File: src/rtl/hb_pkg.sv
// Shared helpers for the half-bridge controller.
// Assumes the base period is that of the lowest switching frequency (code 0).
package hb_pkg;

    // Period in cycles for a code: base/(code+1), rounded to nearest.
    function automatic int unsigned period_of(int unsigned base, int unsigned code);
        return ((2 * base) / (code + 1) + 1) / 2;
    endfunction

endpackage

File: src/rtl/hb_period_gen.sv
// Period generator: run gating after activation, capture of mode and frequency code
// at period boundaries, position counter within the period.
// Assumes every period in the table is at least 4 cycles.
module hb_period_gen #(
    parameter int BASE_PERIOD = 64,
    parameter int FSEL_W      = 3,
    parameter int CNT_W       = $clog2(BASE_PERIOD)
) (
    input  logic              clk,
    input  logic              rst_n,
    input  logic              active_i,
    input  logic              mode_pwm_i,
    input  logic [FSEL_W-1:0] freq_sel_i,
    output logic              run_o,
    output logic              mode_pwm_o,
    output logic [CNT_W-1:0]  cnt_o,
    output logic [CNT_W:0]    period_o,
    output logic              last_o,
    output logic              duty_end_o
);
    localparam int NCODES = 1 << FSEL_W;
    localparam int PW     = CNT_W + 1;

    logic [PW-1:0]     per_tab [NCODES];
    logic [1:0]        arm_q;
    logic              mode_q;
    logic [FSEL_W-1:0] fsel_q;
    logic [CNT_W-1:0]  cnt_q;
    logic [PW-1:0]     cnt_x;
    logic              load;

    // One table entry per frequency code, computed at elaboration.
    for (genvar g = 0; g < NCODES; g++) begin : g_tab
        assign per_tab[g] = PW'(hb_pkg::period_of(BASE_PERIOD, g));
    end

    assign run_o      = (arm_q == 2'd2);
    assign cnt_x      = {1'b0, cnt_q};
    assign period_o   = per_tab[fsel_q];
    assign last_o     = run_o && (cnt_x == period_o - PW'(1));
    assign duty_end_o = (cnt_x == period_o - PW'(3));
    assign load       = !active_i || !run_o || last_o;
    assign mode_pwm_o = mode_q;
    assign cnt_o      = cnt_q;

    // Activation gate: two active samples must pass before the stage runs.
    always_ff @(posedge clk) begin
        if (!rst_n || !active_i) begin
            arm_q <= 2'd0;
        end else if (!run_o) begin
            arm_q <= arm_q + 2'd1;
        end
    end

    // Settings capture: only while idle or at the last position of a period.
    always_ff @(posedge clk) begin
        if (!rst_n) begin
            mode_q <= 1'b0;
            fsel_q <= '0;
        end else if (load) begin
            mode_q <= mode_pwm_i;
            fsel_q <= freq_sel_i;
        end
    end

    // Position counter: wraps at period end, held at zero while idle.
    always_ff @(posedge clk) begin
        if (!rst_n || load) begin
            cnt_q <= '0;
        end else begin
            cnt_q <= cnt_q + CNT_W'(1);
        end
    end

endmodule

File: src/rtl/hb_drive_seq.sv
// Drive sequencer: charge phase, dead time and freewheel phase within one period.
// Assumes the position, period and boundary flags come from hb_period_gen.
module hb_drive_seq #(
    parameter int CNT_W = 6
) (
    input  logic             clk,
    input  logic             rst_n,
    input  logic             run_i,
    input  logic             mode_pwm_i,
    input  logic [CNT_W-1:0] cnt_i,
    input  logic [CNT_W:0]   period_i,
    input  logic             last_i,
    input  logic             duty_end_i,
    input  logic             below_i,
    output logic             hs_o,
    output logic             ls_o,
    output logic             lin_o
);
    localparam int PW = CNT_W + 1;

    logic          hs_done_q;
    logic [PW-1:0] ls_from_q;
    logic [PW-1:0] cnt_x;
    logic          pwm_run;

    assign cnt_x   = {1'b0, cnt_i};
    assign pwm_run = run_i && mode_pwm_i;
    assign hs_o    = pwm_run && !hs_done_q;
    assign ls_o    = pwm_run && hs_done_q && (cnt_x >= ls_from_q)
                     && (cnt_x < period_i - PW'(2));
    assign lin_o   = run_i && !mode_pwm_i;

    // End of charge phase: comparator trip or duty limit; low side starts three positions later.
    always_ff @(posedge clk) begin
        if (!rst_n) begin
            hs_done_q <= 1'b0;
            ls_from_q <= '0;
        end else if (!run_i || last_i) begin
            hs_done_q <= 1'b0;
        end else if (hs_o && (!below_i || duty_end_i)) begin
            hs_done_q <= 1'b1;
            ls_from_q <= cnt_x + PW'(3);
        end
    end

endmodule

File: src/rtl/hb_pwm_ctrl.sv
// Half-bridge coil current controller, top level.
// Assumes a 32 MHz clock for the nominal frequency range and a comparator input
// already synchronous to clk.
module hb_pwm_ctrl #(
    parameter int BASE_PERIOD = 64,
    parameter int FSEL_W      = 3,
    parameter int TGT_W       = 10
) (
    input  logic              clk,
    input  logic              rst_n,
    input  logic              active_i,
    input  logic              mode_pwm_i,
    input  logic [FSEL_W-1:0] freq_sel_i,
    input  logic              below_target_i,
    input  logic [TGT_W-1:0]  target_i,
    output logic [TGT_W-1:0]  target_o,
    output logic              hs_on_o,
    output logic              ls_on_o,
    output logic              lin_en_o
);
    localparam int CNT_W = $clog2(BASE_PERIOD);

    logic             run;
    logic             mode_pwm;
    logic [CNT_W-1:0] cnt;
    logic [CNT_W:0]   period;
    logic             last;
    logic             duty_end;

    assign target_o = target_i;

    hb_period_gen #(
        .BASE_PERIOD(BASE_PERIOD),
        .FSEL_W     (FSEL_W),
        .CNT_W      (CNT_W)
    ) u_period (
        .clk       (clk),
        .rst_n     (rst_n),
        .active_i  (active_i),
        .mode_pwm_i(mode_pwm_i),
        .freq_sel_i(freq_sel_i),
        .run_o     (run),
        .mode_pwm_o(mode_pwm),
        .cnt_o     (cnt),
        .period_o  (period),
        .last_o    (last),
        .duty_end_o(duty_end)
    );

    hb_drive_seq #(
        .CNT_W(CNT_W)
    ) u_seq (
        .clk       (clk),
        .rst_n     (rst_n),
        .run_i     (run),
        .mode_pwm_i(mode_pwm),
        .cnt_i     (cnt),
        .period_i  (period),
        .last_i    (last),
        .duty_end_i(duty_end),
        .below_i   (below_target_i),
        .hs_o      (hs_on_o),
        .ls_o      (ls_on_o),
        .lin_o     (lin_en_o)
    );

endmodule

File: config.mk
export PLATFORM = sky130hd
export DESIGN_NAME = hb_pwm_ctrl
export DESIGN_NICKNAME = d
export VERILOG_FILES = /design/src/rtl/hb_pkg.sv /design/src/rtl/hb_period_gen.sv /design/src/rtl/hb_drive_seq.sv /design/src/rtl/hb_pwm_ctrl.sv
export SDC_FILE = /design/constraint.sdc
export NUM_CORES = 1
export LEC_CHECK = 0
export ABC_AREA = 1
export BUFFER_PORTS_ARGS = -buffer_cell sky130_fd_sc_hd__buf_2
export CAP_MARGIN = 0
export CORE_MARGIN = 1
export CORE_UTILIZATION = 26
export DETAILED_ROUTE_END_ITERATION = 7
export SLEW_MARGIN = 10
export SYNTH_ARGS = -nofsm -noshare
export SYNTH_HDL_FRONTEND = slang
export SYNTH_SLANG_ARGS = --single-unit
File: constraint.sdc
create_clock -name clk -period 3.3 [get_ports clk]
set_clock_uncertainty 0.1 [all_clocks]
set_input_delay 0.66 -clock clk [delete_from_list [all_inputs] [get_ports clk]]
set_output_delay 0.66 -clock clk [all_outputs]
set_load 0.01 [all_outputs]
# Yosys cells after proc, flatten, opt, wreduce, memory -nomap -nowiden
# Memory sizes are Yosys's and may differ from the RTL's.
# Index checks and enable logic that the tools add are counted.
# op_classes
n_addsub	6
n_lt_le_gt_ge	3
n_eq_ne	3
mux	2
bitwise	3
reduce_logical	22
# op_table
operator	count
== test 6 x 7 -> 1 bit	2
2-to-1 mux 7 bit	2
subtractor 7 x 2 -> 7 bit (second input constant)	2
logical AND 1 bit	8
adder 6 x 2 -> 7 bit (second input constant)	1
greater-or-equal comparator 6 x 7 -> 1 bit	1
< comparator 6 x 7 -> 1 bit	1
subtractor 7 x 1 -> 7 bit (second input constant)	1
adder 6 x 1 -> 6 bit (second input constant)	1
zero test 1 bit	6
logical OR 1 bit	6
greater-or-equal comparator 4 bit (second input constant)	1
NOT 3 -> 4 bit	1
adder 2 x 1 -> 2 bit (second input constant)	1
== test 2 bit (second input constant)	1
NOT 1 bit	2
AND reduction 2 bit	1
OR reduction 2 bit	1
# word_totals
reg_bits	20
mem_bits_ro	56
wordCells	46
memories	1
# memory_table
name	words	width	read_ports	rd_clocked_by_memory_dff	write_ports	line	text
(name not given)	8	7	1	0	0	hb_period_gen.sv:39	assign period_o = per_tab[fsel_q];

# Logic depth before layout (Yosys ltp)
# Gate-level depths: netlist of run 1.
# logic_depth
ltp_word	10
ltp_mapped	17

# By module
# Synthesis of run 1 repeated with hierarchy kept, for this count alone.
# hier_totals
cells_unflattened	259
area_unflattened_um2	1739.2
# by_module_without_submodules
module	n_inst	cells_each	area_per_inst_um2	seq_area_each_um2
hb_period_gen	1	132	844.6	240.2
hb_drive_seq	1	117	819.5	160.2
hb_pwm_ctrl	1	10	75.1	0.0

# Worst setup path after synthesis of run 1
# Ideal clock, no wire load.
# synth_path
path_type	flip-flop to output port
startpoint	register u_period.fsel_q[0]
endpoint	output ls_on_o
t_arrival_ps	1872
setup_slack_ps	668
path_stages_with_launch	10
n_path_buf	0
path_cell_list	dfxtp_1 > inv_2 > nor3_1 > inv_1 > ha_1 > ha_1 > a21oi_1 > o21ai_0 > a21oi_1 > o211a_1
# synth_via
elab_chain_len	7
# synth_rtl
item	line	text
start, declared	hb_period_gen.sv:27	logic [FSEL_W-1:0] fsel_q;
start signal, assigned	hb_period_gen.sv:62	fsel_q <= freq_sel_i;
NOT 3 -> 4 bit (implied by the code)	hb_period_gen.sv:39	
memory read (8 x 7 bit)	--	
2-to-1 mux 7 bit (implied by the code) (2 in series)	hb_period_gen.sv:39	
subtractor 7 x 2 -> 7 bit	hb_drive_seq.sv:30	&& (cnt_x < period_i - PW'(2));
< comparator 6 x 7 -> 1 bit	hb_drive_seq.sv:30	
logical AND 1 bit	hb_drive_seq.sv:30	
end, declared	hb_pwm_ctrl.sv:18	output logic ls_on_o,
# No other way between the ends. The select of a mux whose other input is x is not followed.

# Worst setup path after layout of run 1
# Same ends and word-level chain as after synthesis.

==> impl_summary.md, run 1 <==
Power
IR analysis of the VDD net gives a maximum drop of 165 uV. The share of total power dissipated in combinational logic is 0.142. The share of total power dissipated in the clock network is 0.370. Power spread over the standard cell area amounts to 305 nW/um^2.

The relative contribution of sequential cells to total power is 0.488. The reported leakage power is 0.000757 uW. The net switching share of the total power is 0.269.

Internal power comes to 380 uW. In this run the power spent charging and discharging nets is 140 uW.

Global route
Across every metal layer, demand over resource in global routing totals 0.118. The met1 usage in global routing is 0.150. Entering global routing, the biggest net connects 15 pins. For met3 alone, demand over resource in global routing was 0.0191. The layer with the highest usage after global routing is met2. The first global-routing pass estimated 5890 um of wire. The number of global-route vias before repair is 1286. The routing usage on met2 is 0.198. The global-route congestion overflow total is 0.

The initial antenna violation count is 0.

Finish
Of the cells placed in the final design, the portion with a size suffix greater than 1 is 0.219. Measured on the finished design, the core utilization comes to 0.287. The net count reported at finish is 255. The post-synthesis to final-layout area growth is 5.49%. The count of inserted antenna diode cells is 0. The area occupied by registers is 403 sq um. Summing all multi-input logic gate instances after layout gives 1000 sq um.

The number of filler cells placed in the layout is 661.

Logic synthesis
The number of synthesized register bits is 20. By area the synthesized netlist is led by sky130_fd_sc_hd__dfxtp_1, sky130_fd_sc_hd__ha_1, sky130_fd_sc_hd__nand2_1. The sequential share of the synthesized area is 0.247.

The biggest area consumer among synthesized cells is sky130_fd_sc_hd__dfxtp_1. Counting flops with a built-in enable in the synthesized netlist gives 0. In this run the mean area of a mapped cell was 7.35 sq um. The primary flip-flop cell chosen by synthesis mapping is sky130_fd_sc_hd__dfxtp_1.

In this run the cell area of the synthesized design comes to 1620 sq um. The count of cell types in the netlist is 30. The synthesized instance count is 220.

During synthesis, Yosys emitted a total of 0 warnings. The async set-reset flop share out of synthesis is 0. The number of nets in the synthesized netlist is 255. Of the post-synthesis cell area, the dominant cell type holds 0.247.

Clocking
The total setup buffers inserted after CTS is 0. The maximum number of buffers from clock root to sink is 2. The number of clock sinks is 20. The clock slew seen by the registers of the worst setup and hold paths is 0.08 ns. The H-tree depth is 1.

TritonCTS built the clock tree. The clock latency on the worst-skew pair is 0.26 ns. The tree is rooted in a sky130_fd_sc_hd__clkbuf_8.

The number of clock buffers added by TritonCTS is 3.

STA
For the final routed database, the setup TNS stands at 0 ns. After layout, the worst setup slack is 0.264 ns. Setup repair after global routing left no endpoint under its margin. The post-route clock period utilization is 0.920. For this run, the top clock speed supported by timing is 329 MHz.

The number of pins exceeding their max-slew limit in the final report is 0. At the pin with the least slew margin, the transition time is 0.632 ns. Setup violations remaining at the end of the flow were counted as 0. The clock period could shrink to 3.04 ns. The number of failing hold endpoints at the final stage came to 0. Headroom to the max-slew limit came out at 0.568.

Critical path
The endpoint of the worst-slack reg-to-reg timing path is u_period.fsel_q[1]. The worst setup path category is reg -> out. The required time of the critical path is 2.54 ns. The worst setup path is launched from a flip-flop. The worst-case reg-to-reg path depth is 13. The critical path data arrival time is 2.28 ns.

The worst setup path is captured at an output port. The launch instance of the worst register-to-register path is u_period.fsel_q[2]. Across all register-to-register paths, the minimum setup slack is 0.98 ns.

In this run the worst path has a maximum fanout of 8.

Placed design
OpenSTA, run right after detailed placement, puts the worst setup slack at 0.356 ns. The weighted congestion at the end of routability-driven global placement is 0.778. The estimated wirelength of the detail-placed design is 2580 um. In this run the tool buffered the top-level ports with 10 buffer cells.

Min path
For hold timing, the worst endpoint is u_period.arm_q[0]. In this run the most critical hold path is launched from u_period.arm_q[0]. The number of instances on the worst hold path is 2. The tightest min-delay check is of the reg -> reg type.

Drt
The routed length per instance is 11.1 um. The final layout contains routed wiring with a total length of 3260 um. The pre-antenna-repair detailed-routing pass consisted of 4 iterations. The post-detailed-route count of antenna-violating nets is 0. For this run, design rule violations remaining after detail routing come to 0. Across all layers, the routed design uses 1291 vias. For this block, the initial DRC count from the detailed router was 44. The mean number of vias per cell is 4.39.

Die
For this configuration, the core starts out at a cell density of 0.272. The die width is 80.9 um. The overall die height is 80.9 um.

Row generation in the floorplan step produced 28 rows. The area of the die is 6540 sq um. The region available for standard cell placement spans 5960 sq um.

In this run the count of I/O pins placed on the die edge is 31.

Flow run
The max-capacitance violation count is 0.

Run status
The run finished with clean final reports.
area by class of cell:
type                       instances  area share
inverter                          26      0.0601
tap                               75      0.0550
clock buffer                       4      0.0323
sequential                        20       0.236
multi-input combinational        159       0.587
timing repair buffer              10      0.0293
sequential cells by signal, indices dropped and copies added (netlist names):
register             count
u_period.arm_q           2
u_period.cnt_o           6
u_period.fsel_q          3
u_period.mode_pwm_o      1
u_seq.hs_done_q          1
u_seq.ls_from_q          7
logic make-up after synthesis:
family,Yosys count,synth area share
adders and majority gates,17,0.131
buffers and inverters,41,0.136
DFF,20,0.247
xor gates and xnor gates,9,0.0487
and+or+nand+nor,113,0.363
AOI/OAI and AO/OA,20,0.0735
critical path: stages (launching register included):
cell                      delay [ns]
sky130_fd_sc_hd__dfxtp_1        0.38
sky130_fd_sc_hd__inv_2          0.12
sky130_fd_sc_hd__nor3_2         0.24
sky130_fd_sc_hd__inv_1          0.07
sky130_fd_sc_hd__ha_1           0.29
sky130_fd_sc_hd__ha_1           0.29
sky130_fd_sc_hd__a21oi_1        0.12
sky130_fd_sc_hd__o21ai_0        0.09
sky130_fd_sc_hd__a21oi_1        0.13
sky130_fd_sc_hd__o211a_1        0.16
sky130_fd_sc_hd__buf_2          0.12
stage by stage:
step	hold slack, ns	std cells	instance area (sq um)	power [uW]
after floorplan	0.333	220	1620	330
after global placement	0.353	290	1640	332
after detailed placement	0.348	290	1640	332
after CTS	0.360	294	1700	525
after global routing	0.376	294	1710	549
final	0.355	294	1710	520
layer usage:
metal	wire length, um	vias up
met1	1600	564
met2	1540	23
li1	-	702
met5	0	-
met4	24	0
met3	90	2
Yosys cell counts, types with 2 or more instances:
| cell | count |
|---|---|
| sky130_fd_sc_hd__nand3_2 | 2 |
| sky130_fd_sc_hd__xor2_1 | 6 |
| sky130_fd_sc_hd__xnor2_1 | 3 |
| sky130_fd_sc_hd__o21ai_1 | 2 |
| sky130_fd_sc_hd__nor2_1 | 30 |
| sky130_fd_sc_hd__buf_4 | 12 |
| sky130_fd_sc_hd__inv_2 | 3 |
| sky130_fd_sc_hd__nand2_4 | 6 |
| sky130_fd_sc_hd__inv_4 | 2 |
| sky130_fd_sc_hd__nor2_2 | 10 |
| sky130_fd_sc_hd__ha_1 | 17 |
| sky130_fd_sc_hd__buf_6 | 2 |
| sky130_fd_sc_hd__o21ai_0 | 6 |
| sky130_fd_sc_hd__inv_1 | 21 |
| sky130_fd_sc_hd__nand2_2 | 6 |
| sky130_fd_sc_hd__dfxtp_1 | 20 |
| sky130_fd_sc_hd__nand3_1 | 14 |
| sky130_fd_sc_hd__nand4_1 | 9 |
| sky130_fd_sc_hd__a21oi_1 | 6 |
| sky130_fd_sc_hd__nand2_1 | 33 |
cell usage in the layout, fill, tap and decap left out, drive strengths merged:
cell     instances
a2111oi          1
a211oi           1
a21o             1
a21oi            6
a22oi            1
buf             10
clkbuf           4
dfxtp           20
ha              17
inv             26
nand2           45
nand3           16
nand4            9
nor2            42
nor3             1
o211a            1
o211ai           1
o21ai            8
xnor2            3
xor2             6
worst max path at each step:
stage	startpoint	to	slack (ns)	cells past startpoint
after floorplan	u_period.fsel_q[0]	ls_on_o	0.67	9
after detailed placement	u_period.fsel_q[2]	ls_on_o	0.36	10
after global routing	u_period.fsel_q[0]	ls_on_o	0.002	10
after CTS	u_period.fsel_q[2]	ls_on_o	0.05	10
final	u_period.fsel_q[0]	ls_on_o	0.26	10
after global placement	u_period.fsel_q[2]	ls_on_o	0.38	10
repair_timing:
item | CTS | global route
resized for setup | 0 | 3
hold buffers | 0 | 0
endpoints found under the setup margin | 0 | 1
power groups by stage:
stage	logic, uW	clock network, uW	registers (uW)
after global placement	73.1	0	259
after CTS	73.0	198	254
after detailed placement	72.4	0	259
final	73.7	192	254
after global routing	85.1	209	255
after floorplan	75.5	0	254
Note: power is estimated with default switching activity, not from simulation.
==> run 2, diff against run 1 <==
- BUFFER_PORTS_ARGS: -buffer_cell sky130_fd_sc_hd__buf_2 -> -buffer_cell sky130_fd_sc_hd__buf_4
==> impl_summary.md, run 2 (synthesized netlist as in run 1, its figures left out) <==
Finish
The largest register by flop count is u_seq.ls_from_q. Of the cells placed in the final design, the portion with a size suffix greater than 1 is 0.219. In the layout the commonest cells are sky130_fd_sc_hd__nand2_1, sky130_fd_sc_hd__nor2_1, sky130_fd_sc_hd__inv_1, sky130_fd_sc_hd__dfxtp_1, sky130_fd_sc_hd__ha_1. Summing all flip-flop and latch instances after layout gives 403 sq um. In the final design database the tool counted 255 nets.

The post-synthesis to final-layout area growth is 8.04%. The most frequent standard cell in the layout excluding fill and tap cells is sky130_fd_sc_hd__nand2_1. Once layout is done, the placed cells without fillers occupy 1750 sq um.

Counting the fill cells in the layout gives 655. The flip-flop count of the largest register after layout is 7. The area taken by multi-input logic gates is 1000 sq um. The repair_antennas step left the layout with diodes totalling 0.

Global route
The first global-routing pass estimated 5710 um of wire. Global routing finished with a remaining overflow of 0. The number of global-route vias before repair is 1277. Entering global routing, the biggest net connects 15 pins. The initial antenna violation count is 0. The global router's overall resource usage is 0.112.

Die
The die covers 6540 sq um. Measured along the x axis, the die boundary spans 80.9 um. The floorplan step set the die height to 80.9 um. The top-level I/O count is 31. Row generation in the floorplan step produced 28 rows. The core region area is 5960 sq um.

For this configuration, the core starts out at a cell density of 0.272.

STA
The number of pins exceeding their max-slew limit in the final report was 0. The setup TNS after final layout is 0 ns. In this run the tightest slew margin relative to its limit is 0.549. The smallest clock period supported by the final layout is computed as 3.09 ns. Setup repair after global routing left no endpoint under its margin. Setup violations remaining at the end of the flow were counted as 0. The number of failing hold endpoints at the final stage is 0.

The maximum clock rate is 324 MHz. Across all hold checks on the routed design, the worst slack comes to 0.357 ns. The slew at the pin closest to its max-slew limit is 0.659 ns. The post-route clock period utilization is 0.936.

Placed design
In this run the cell area measured after placement is 1670 sq um. Detailed placement finished with a half-perimeter wire length of 2660 um. The congestion estimate from routability-driven global placement came to 0.804. The count of input and output buffers is 10.

Critical path
The signal on the critical path passes through inv_2 > nor3_2 > inv_1 > ha_1 > ha_1 > nand2_1 > o21ai_0 > a21oi_1 > o211a_1 > buf_4. The startpoint type of the worst setup path is a flip-flop. The number of buffers and inverters on the critical path is 3. At the worst endpoint, the arrival time is 2.33 ns. The required time of the critical path is 2.54 ns. The kind of capture point of the worst setup path is an output port. Of all nets on the critical path, the largest fanout is 8. The most common cell type on the critical path is sky130_fd_sc_hd__ha_1. Among all stages on the critical path, the largest delay is contributed by sky130_fd_sc_hd__dfxtp_1. The worst setup path category is reg -> out. The family of cells with the greatest summed delay on the critical path is adder cells. In this design, the stage delay of the slowest critical-path cell is 0.39 ns.

Drt
The aggregate routed wire length is 3260 um. The total DRC errors in the routed layout is 0. The routed length per instance is 11.1 um. After detailed routing, the number of vias per cell comes to 4.51. The number of search-and-repair iterations in the first detailed-routing pass is 4. The overall via count from detail_route is 1327. The detail route stage leaves a number of antenna-violating nets equal to 0. The first routing iteration left 56 violations.

Min path
The worst hold path belongs to the class reg -> reg.

Clocking
At the later pin of the worst-skew pair, clock insertion delay measures 0.26 ns. The number of clock sinks is 20. The clock slew seen by the registers of the worst setup and hold paths is 0.08 ns. The root buffer cell chosen for the clock tree is sky130_fd_sc_hd__clkbuf_8.

After clock tree synthesis, the flow added hold-fix buffers numbering 0. The maximum number of buffers from clock root to sink is 2. The total CTS buffers is 3. TritonCTS built the clock tree.

The H-tree depth is 1.

Power
IR analysis of the VDD net gives a maximum drop of 190 uV. The power density of the placed cells is 334 nW/um^2. The post-layout total power is 583 uW. The reported leakage power is 0.000770 uW.

Run status
The run finished with clean final reports.

Flow run
The tool flagged a number of max-cap violations equal to 0.
==> run 2: changes by cell type in the layout (fill, tap and decap cells not counted), sizes merged <==
| cell | delta |
|---|---|
| bufinv | +1 |
| clkbuf | -1 |
==> run 2: final cells by class <==
type                            instances  share of cell area
Clock inverter                          1              0.0172
Sequential cell                        20               0.230
Timing Repair Buffer                   10              0.0429
Multi-Input combinational cell        159               0.573
Clock buffer                            3              0.0236
Tap cell                               75              0.0537
Inverter                               26              0.0587
==> run 2: repair_timing <==
item | 4_1_cts | 5_1_grt
buffers inserted | 0 | 0
endpoints found under the setup margin | 1 | 1
cloned | 0 | 0
gates resized for setup | 1 | 2
==> run 2: through the flow <==
| step | setup slack, ns | util | std cells |
|---|---|---|---|
| after floorplan | 0.668 | - | 220 |
| after global placement | 0.372 | 0.280 | 290 |
| after detailed placement | 0.276 | 0.280 | 290 |
| after CTS | 0.0752 | 0.292 | 294 |
| after global routing | 0.0307 | 0.293 | 294 |
| final | 0.212 | 0.293 | 294 |
==> run 2: routing by layer <==
metal / GRT usage / part of all wire
met1: 0.139 / 0.47
met4: 0.0179 / 0.0040
met2: 0.202 / 0.49
met5: 0 / 0
met3: 0.0213 / 0.036
==> run 2: path summary, 6_finish.rpt <==
kind | startpoint | to | slack, ns | depth (start not counted)
worst min-delay path | u_period.arm_q[0] | u_period.arm_q[0] | 0.36 | 2
worst min register to register | u_period.arm_q[0] | u_period.arm_q[0] | 0.36 | 2
worst max register to register | u_period.fsel_q[2] | u_period.fsel_q[2] | 0.99 | 13
worst max-delay path | u_period.fsel_q[0] | ls_on_o | 0.21 | 10
==> run 2: worst min-delay path: stages (launching register included) <==
cell and delay, ns:
sky130_fd_sc_hd__dfxtp_1 0.32, sky130_fd_sc_hd__nand2_1 0.05, sky130_fd_sc_hd__a21oi_1 0.05
==> run 2: power breakdown <==
group	switching, uW	internal, uW
logic	46.2	30.5
registers	7.74	246
clock network	90.6	162
==> run 3, diff against run 2 <==
- clock period: 3.3 -> 3.7 ns (I/O delays scaled with it)
==> impl_summary.md, run 3 (synthesized netlist as in run 1, its figures left out) <==
Global route
The initial antenna violation count came to 0. Global routing finished with a remaining overflow of 0. In the global route stage, overall resource usage came out at 0.112. The number of global-route vias before repair is 1270. The maximum number of pins on one net before global-route repair is 15. The wire length of the first global-routing pass is 5680 um.

Critical path
STA puts the critical path data required time at 2.86 ns. The worst setup path category is reg -> out. The startpoint type of the worst setup path is a flip-flop. The critical path data arrival time is 2.54 ns. STA classifies the critical path endpoint as an output port. The top fanout value on the critical path is 7.

STA
Setup repair after global routing left no endpoint under its margin. Derived from the worst setup path, the maximum achievable clock frequency is 296 MHz. The post-route clock period utilization is 0.914. The normalized max-slew margin is 0.550. The slew at the pin closest to its max-slew limit is 0.658 ns.

The number of failing hold endpoints at the final stage was 0. The number of pins exceeding their max-slew limit in the final report is 0. The number of failing setup endpoints in the final timing report is 0. Subtracting the final worst setup slack from the clock period gives 3.38 ns. The setup TNS after final layout is 0 ns.

Clocking
The clock slew seen by the registers of the worst setup and hold paths is 0.08 ns. The number of hold buffers added after CTS was 0. The total CTS buffers is 3.

The TritonCTS clock tree is yes. Buffers added to address setup during post-CTS repair amount to 0. The cell sitting at the root of the clock tree is a sky130_fd_sc_hd__clkbuf_8.

The clock latency on the worst-skew pair is 0.26 ns. Clock tree synthesis found a total of 20 sinks. The H-tree depth is 1. The quantity of gates resized following cts is 0. The maximum number of buffers from clock root to sink is 2.

Die
The number of core rows is 28. The overall die height is 80.9 um. The initial utilization of the core area, before any placement, comes to 0.272. 31 I/O pins were placed. The die width is 80.9 um. The core region is 5960 sq um. The area of the die is 6540 sq um.

Power
VDD sags by at most 169 uV. Power comes to 519 uW. The share of total power dissipated in sequential elements is 0.435. The reported leakage power is 0.000768 uW. In this run the power spent charging and discharging nets is 128 uW. The clock share of power is 0.433.

The internal power is 391 uW. Of the total power, the share spent switching nets is 0.247. For this design the ratio of total power to cell area is 298 nW/um^2. The portion of total power attributed to combinational logic is 0.131.

Drt
The aggregate routed wire length is 3270 um. The mean number of vias per cell is 4.51. The violation count after the first detailed-route iteration is 70.

The number of search-and-repair iterations in the first detailed-routing pass is 4. In the routed design, unresolved DRC markers number 0. The overall via count from detail_route is 1326. After detailed routing, the average wire length per cell comes to 11.1 um.

The detail route stage leaves a number of antenna-violating nets equal to 0.

Finish
The post-synthesis to final-layout area growth is 7.58%. The count of inserted antenna diode cells is 0. The fraction of final layout cells with drive strength greater than 1 is 0.205.

For this run, the post-layout net count is 255. The register with the most flip-flops in the layout has 7 of them. In the layout the commonest cells are sky130_fd_sc_hd__nand2_1, sky130_fd_sc_hd__nor2_1, sky130_fd_sc_hd__inv_1, sky130_fd_sc_hd__dfxtp_1, sky130_fd_sc_hd__ha_1. The library cell used most frequently in the layout, excluding fill and tap cells, is sky130_fd_sc_hd__nand2_1.

The post-route standard cell area excluding fillers is 1740 sq um. The largest register by flop count is u_seq.ls_from_q.

Placed design
The count of input and output buffers is 10. The weighted congestion at the end of routability-driven global placement is 0.804. After legalization and detailed placement, the total HPWL measured 2660 um. The post-placement cell area is 1670 sq um.

Min path
The path class of the tightest hold or removal check is reg -> reg.

Flow run
The tool flagged a number of max-cap violations equal to 0.

Run status
The run finished with clean final reports.
-- run 3: cell types whose count changed in the layout (fill, tap and decap cells not counted) --
| cell | delta |
|---|---|
| sky130_fd_sc_hd__dfxtp_1 | +2 |
| sky130_fd_sc_hd__dfxtp_2 | -2 |
| sky130_fd_sc_hd__nor3_1 | +1 |
| sky130_fd_sc_hd__nor3_2 | -1 |
-- run 3: per-stage QoR --
| step | setup WS [ns] | utilization | hold slack, ns | instances |
|---|---|---|---|---|
| 2_1_floorplan | 0.988 | - | 0.333 | 220 |
| 5_1_grt | 0.120 | 0.292 | 0.398 | 294 |
| 6_report | 0.319 | 0.292 | 0.357 | 294 |
| 4_1_cts | 0.301 | 0.292 | 0.360 | 294 |
| 3_5_place_dp | 0.596 | 0.280 | 0.348 | 290 |
| 3_3_place_gp | 0.692 | 0.280 | 0.350 | 290 |
-- run 3: layer usage --
layer / track usage / vias up / part of all wire
met2: 0.200 / 13 / 0.49
met3: 0.0213 / 2 / 0.030
met4: 0.0179 / 0 / 0.0040
met5: 0 / - / 0
li1: - / 703 / -
met1: 0.139 / 608 / 0.47
-- run 3: power groups by stage --
stage	registers [uW]	logic, uW	clock network (uW)
floorplan	227	67.3	0
global route	227	78.3	237
finish	226	68.2	225
CTS	226	68.8	228
global placement	231	67.7	0
detailed placement	231	68.1	0
-- run 3: path summary, 6_finish.rpt --
check                                         from                 to  slack [ns]  cells past startpoint
worst max-delay path            u_period.fsel_q[2]            ls_on_o        0.32                     10
worst max register to register  u_period.fsel_q[2]  u_period.cnt_o[4]        1.23                     13
worst min register to register   u_period.arm_q[0]  u_period.arm_q[0]        0.36                      2
worst min-delay path             u_period.arm_q[0]  u_period.arm_q[0]        0.36                      2
-- run 3: area by class of cell --
class	instances	area, sq um
clock buffer	3	41.3
timing repair buffer	10	75.1
sequential	20	400
clock inverter	1	30.0
fill	655	4220
multi-input combinational	159	997
inverter	26	103
tap	75	93.8
-- run 3: worst max-delay path, cell delays in order (launching register included) --
cell	delay, ns
sky130_fd_sc_hd__dfxtp_1	0.56
sky130_fd_sc_hd__inv_4	0.08
sky130_fd_sc_hd__nor3_1	0.30
sky130_fd_sc_hd__inv_1	0.08
sky130_fd_sc_hd__ha_1	0.31
sky130_fd_sc_hd__ha_1	0.30
sky130_fd_sc_hd__nand2_1	0.05
sky130_fd_sc_hd__o21ai_0	0.14
sky130_fd_sc_hd__a21oi_1	0.09
sky130_fd_sc_hd__o211a_1	0.23
sky130_fd_sc_hd__buf_4	0.14
